==> src/rtl/intchain_pkg.sv <==
// Package: shared types for the serial-priority interrupt slot.
// Assumes: nothing beyond IEEE 1800-2017.
package intchain_pkg;

    // Whether a card takes part in arbitration or only forwards the chain.
    typedef enum logic {
        MODE_PASS = 1'b0,
        MODE_ARB  = 1'b1
    } slot_mode_e;

endpackage

==> src/rtl/intchain_ack_sync.sv <==
// Module: brings the asynchronous active-low acknowledge into the clock
// domain and flags the cycle in which the synchronized acknowledge ends.
// Assumes: STAGES >= 0; with 0 the input is used unsynchronized.
module intchain_ack_sync #(
    parameter int STAGES = 2
) (
    input  logic clk,
    input  logic rst_n,
    input  logic intak_n,
    output logic ack,
    output logic ack_end
);
    logic ack_prev;

    generate
        if (STAGES == 0) begin : g_direct
            assign ack = ~intak_n;
        end else begin : g_sync
            logic [STAGES-1:0] shreg;
            // Shift the inverted acknowledge through the synchronizer.
            always_ff @(posedge clk) begin
                if (!rst_n) shreg <= '0;
                else        shreg <= {shreg[STAGES-2 >= 0 ? STAGES-2 : 0:0], ~intak_n} & {STAGES{1'b1}};
            end
            assign ack = shreg[STAGES-1];
        end
    endgenerate

    // Remember the previous acknowledge level for edge detection.
    always_ff @(posedge clk) begin
        if (!rst_n) ack_prev <= 1'b0;
        else        ack_prev <= ack;
    end

    assign ack_end = ack_prev & ~ack;
endmodule

==> src/rtl/intchain_req_latch.sv <==
// Module: holds the local service request until it has been served.
// Assumes: a clear takes priority over a set in the same cycle.
module intchain_req_latch (
    input  logic clk,
    input  logic rst_n,
    input  logic set_req,
    input  logic clr_req,
    output logic req_q
);
    // Set on a device request, clear once served.
    always_ff @(posedge clk) begin
        if (!rst_n)       req_q <= 1'b0;
        else if (clr_req) req_q <= 1'b0;
        else if (set_req) req_q <= 1'b1;
    end
endmodule

==> src/rtl/intchain_vec_drive.sv <==
// Module: gates the vector driver and records whether this slot supplied
// its vector during the current acknowledge.
// Assumes: ack and ack_end come from the same synchronizer.
module intchain_vec_drive #(
    parameter int VEC_W = 8
) (
    input  logic             clk,
    input  logic             rst_n,
    input  logic             ack,
    input  logic             ack_end,
    input  logic             req_q,
    input  logic             chain_in,
    input  logic [VEC_W-1:0] vec_sel,
    output logic             oe,
    output logic [VEC_W-1:0] data,
    output logic             served_q
);
    assign oe   = ack & req_q & chain_in;
    assign data = oe ? vec_sel : '0;

    // Mark the slot served while driving; forget it when the acknowledge ends.
    always_ff @(posedge clk) begin
        if (!rst_n)       served_q <= 1'b0;
        else if (ack_end) served_q <= 1'b0;
        else if (oe)      served_q <= 1'b1;
    end
endmodule

==> src/rtl/intchain_slot.sv <==
// Module: one card's interrupt slot in a serial priority chain.
// Latches the device request, pulls the shared request line, blocks the
// chain toward lower cards, and drives its vector when acknowledged with
// an enabled chain input. Pass-through mode forwards the chain only.
// Assumes: chain_in of the first slot is tied 1; bus wiring resolves
// intrq_pull and data_oe/data_out.
module intchain_slot #(
    parameter int                       VEC_W       = 8,
    parameter int                       SYNC_STAGES = 2,
    parameter intchain_pkg::slot_mode_e MODE        = intchain_pkg::MODE_ARB
) (
    input  logic             clk,
    input  logic             rst_n,
    input  logic             dev_req,
    input  logic [VEC_W-1:0] vec_sel,
    input  logic             chain_in,
    output logic             chain_out,
    input  logic             intak_n,
    output logic             intrq_pull,
    output logic [VEC_W-1:0] data_out,
    output logic             data_oe
);
    generate
        if (MODE == intchain_pkg::MODE_ARB) begin : g_arb
            logic ack, ack_end, req_q, served_q, oe;
            logic [VEC_W-1:0] data;

            intchain_ack_sync #(.STAGES(SYNC_STAGES)) u_sync (
                .clk(clk), .rst_n(rst_n), .intak_n(intak_n),
                .ack(ack), .ack_end(ack_end)
            );

            intchain_req_latch u_req (
                .clk(clk), .rst_n(rst_n), .set_req(dev_req),
                .clr_req(ack_end & served_q), .req_q(req_q)
            );

            intchain_vec_drive #(.VEC_W(VEC_W)) u_drv (
                .clk(clk), .rst_n(rst_n), .ack(ack), .ack_end(ack_end),
                .req_q(req_q), .chain_in(chain_in), .vec_sel(vec_sel),
                .oe(oe), .data(data), .served_q(served_q)
            );

            assign chain_out  = chain_in & ~req_q;
            assign intrq_pull = req_q;
            assign data_oe    = oe;
            assign data_out   = data;
        end else begin : g_pass
            assign chain_out  = chain_in;
            assign intrq_pull = 1'b0;
            assign data_oe    = 1'b0;
            assign data_out   = '0;
        end
    endgenerate
endmodule

==> config.mk <==
export PLATFORM = sky130hd
export DESIGN_NAME = intchain_slot
export DESIGN_NICKNAME = d
export VERILOG_FILES = /design/src/rtl/intchain_pkg.sv /design/src/rtl/intchain_ack_sync.sv /design/src/rtl/intchain_req_latch.sv /design/src/rtl/intchain_vec_drive.sv /design/src/rtl/intchain_slot.sv
export SDC_FILE = /design/constraint.sdc
export NUM_CORES = 1
export LEC_CHECK = 0
export ABC_AREA = 1
export BUFFER_PORTS_ARGS = -buffer_cell sky130_fd_sc_hd__buf_2
export CAP_MARGIN = 10
export CORE_AREA = 2 2 39 41
export CTS_CLUSTER_DIAMETER = 40
export DETAILED_ROUTE_END_ITERATION = 8
export DIE_AREA = 0 0 41 43
export PLACE_DENSITY_LB_ADDON = 0.2
export REMOVE_ABC_BUFFERS = 1
export SLEW_MARGIN = 20
export SYNTH_ARGS = -nofsm -noshare
export SYNTH_HDL_FRONTEND = slang
export SYNTH_SLANG_ARGS = --single-unit
export TNS_END_PERCENT = 5
==> constraint.sdc <==
create_clock -name clk -period 0.8 [get_ports clk]
set_input_delay 0.16 -clock clk [delete_from_list [all_inputs] [get_ports clk]]
set_output_delay 0.16 -clock clk [all_outputs]
set_load 0.03 [all_outputs]
==> impl_metrics.csv <==
group,metric,value,unit
worst_hold_path,min_path_cells,2,
worst_setup_path,cp_slowest_cell,"dfxtp_4",
sta,hold_viol,0,
floorplan,die_y,43,microns
worst_setup_path,cp-start-kind,"flip-flop",
layout,synthToLayoutAreaGrowth,115,%
worst_setup_path,reg2reg_depth,4,
layout,final_cell_mix,"inv_1 (15), buf_2 (12), nor2_1 (8), buf_4 (8), buf_6 (7)",
route,ant_nets,0,
outcome,status,"finished, violations left",
power,total_power,686,uW
sta,timing.hold.ws,71.8,ps
worst_hold_path,hold_path_end,"g_arb.u_sync.g_sync.shreg[0]",
clocking,clock_latency,240,ps
flow_run,max_cap_violations,0,
sta,setup-tns-final,-3610,ps
logic_synthesis,synthCells,39,
place,place_inst,81,
floorplan,die_width,41,microns
grt,grtUsageTotal,8.36,%
logic_synthesis,ys_seq_area_share,40.4,%
worst_setup_path,r2r-end,"g_arb.u_drv.served_q",
layout,n_antenna_cell,0,
sta,fmax,0.874,GHz
power,peakVddDrop,642,uV
sta,worst_pin_slew,134,ps
grt,antenna_found_initial,0,
logic_synthesis,synth_top_area_cell,"dfxtp_1",
sta,slew_violations,0,
power,p_leak,0.307,nW
logic_synthesis,syn-mean-instance-area,6.35,sq um
floorplan,start_util,17.9,%
clocking,clkSinkCount,5,
floorplan,die_area,1760,sq um
floorplan,pin_count,24,
place,io_buffers,23,
sta,skew,0.369,ps
floorplan,rows,14,
worst_setup_path,cp_top_family,"flip-flops",
worst_hold_path,hold_class,"in2reg",
route,num_vias,319,
sta,worst_slack,-344,ps
logic_synthesis,ys_types,7,
grt,grt_pass1_wl,938,microns
clocking,tritoncts,"done",
layout,fin_cells,87,
clocking,cts_buffers,3,
logic_synthesis,synthTopCellsByArea,"dfxtp_1 (40%), inv_1 (23%), nor2_1 (18%)",
sta,post-route-period-util,143,%
floorplan,core,1380,sq um
sta,maxSlewHeadroom,90.9,%
route,wirelength,696,microns
clocking,h-tree-depth,1,
logic_synthesis,ys_warn_count,0,
logic_synthesis,ys_ff_latch,5,
worst_setup_path,path_max_fanout,5,
worst_setup_path,arrival,980,ps
logic_synthesis,synth_top_area_share,40.4,%
grt,first_global_vias,268,
clocking,cts_root_buf,"clkbuf_4",
sta,setup_viol_count_final,13,
grt,grt_overflow_total,0,
route,drtPass1Iterations,2,
route,drtIter0Drc,2,
layout,drive_gt1_share,54.9,%
worst_setup_path,worstPathCellList,"nand3_4, nor2_2, buf_6",
power,power_density,1290,nW/um^2
layout,final_common_cell,"inv_1",
outcome,violations,"setup timing",
logic_synthesis,syn_area,248,sq um
grt,grt_max_degree,6,
worst_setup_path,r2r_slack,-110,ps
layout,layout.nets,85,
worst_setup_path,endpoint_kind,"output pin",
worst_hold_path,worstHoldStart,"intak_n",
worst_setup_path,required,640,ps
worst_setup_path,r2r_start,"g_arb.u_req.req_q",
worst_setup_path,critPathBufInv,1,
worst_setup_path,max_stage_delay,370,ps
route,drcViolationCount,0,
route,routedWlPerCell,8.00,microns
sta,finalCriticalPeriod,1140,ps
clocking,clock_path_buffers,2,
sta,rsz0062_at_grt,"yes",
route,via_per_inst,3.67,
worst_setup_path,path_class,"reg2out",
place,place_congestion,0.650,
clocking,path_clk_slew,40,ps
==> synthesized netlist by cell type <==
library cell,number
inv_1,15
nand3_4,1
dfxtp_1,5
nand2_1,4
o21ai_0,1
a21oi_2,1
nor2_1,12
==> metal layers <==
metal,wire length (microns),GRT usage (%),vias to the layer above
met5,0,0,-
met4,0,8.00,0
met3,104,3.14,0
met2,334,13.1,22
met1,257,7.47,125
li1,-,-,172
==> registers in the layout, summed over array words and instances (netlist names) <==
signal	flops
g_arb.u_req.req_q	1
g_arb.u_drv.served_q	1
g_arb.u_sync.g_sync.shreg	2
g_arb.u_sync.ack_prev	1
==> logic make-up (layout without fill, tap and decap cells) <==
| logic type | Yosys count | count (layout) | synth area share (%) |
|---|---|---|---|
| buf+inv | 15 | 46 | 22.7 |
| compound gates | 2 | 2 | 5.55 |
| simple gates | 17 | 18 | 31.3 |
| flops | 5 | 5 | 40.4 |
==> how the worst max path moves through the flow <==
stage          depth (start not counted)  slack [ps]     endpoint                    startpoint
2_1_floorplan                          2        -540  data_out[0]             g_arb.u_req.req_q
3_3_place_gp                           3        -150  data_out[2]  g_arb.u_sync.g_sync.shreg[1]
3_5_place_dp                           3        -160  data_out[3]  g_arb.u_sync.g_sync.shreg[1]
4_1_cts                                3        -350  data_out[3]  g_arb.u_sync.g_sync.shreg[1]
5_1_grt                                3        -410  data_out[4]             g_arb.u_req.req_q
6_report                               3        -340  data_out[4]             g_arb.u_req.req_q
==> through the flow <==
step | utilization (%) | instance area [sq um] | setup WS [ps]
after global placement | 29.3 | 405 | -150
after detailed placement | 29.3 | 405 | -158
after CTS | 36.9 | 510 | -351
final | 38.5 | 533 | -344
after floorplan | - | 248 | -535
after global routing | 38.5 | 533 | -411
==> layout make-up <==
class | count | area (sq um)
fill | 158 | 851
timing repair buffer | 27 | 199
multi-input combinational | 20 | 124
sequential | 5 | 108
inverter | 15 | 56.3
clock buffer | 4 | 26.3
tap | 16 | 20.0
==> power by group <==
part | total, mW | switching, mW | leakage, nW | internal, mW
logic | 0.130 | 0.0667 | 0.250 | 0.0636
registers | 0.270 | 0.0114 | 0.0424 | 0.258
clock network | 0.286 | 0.0981 | 0.0150 | 0.188
total | 0.686 | 0.176 | 0.307 | 0.510
==> timing repair <==
| action | CTS | global route |
|---|---|---|
| setup buffers | 1 | 0 |
| resized for setup | 21 | 7 |
| endpoints found under the setup margin | 13 | 13 |
| pin swaps | 2 | 1 |
| hold buffers | 0 | 0 |
| cloned | 1 | 0 |
No activity file was read; power rests on OpenSTA's default activity.
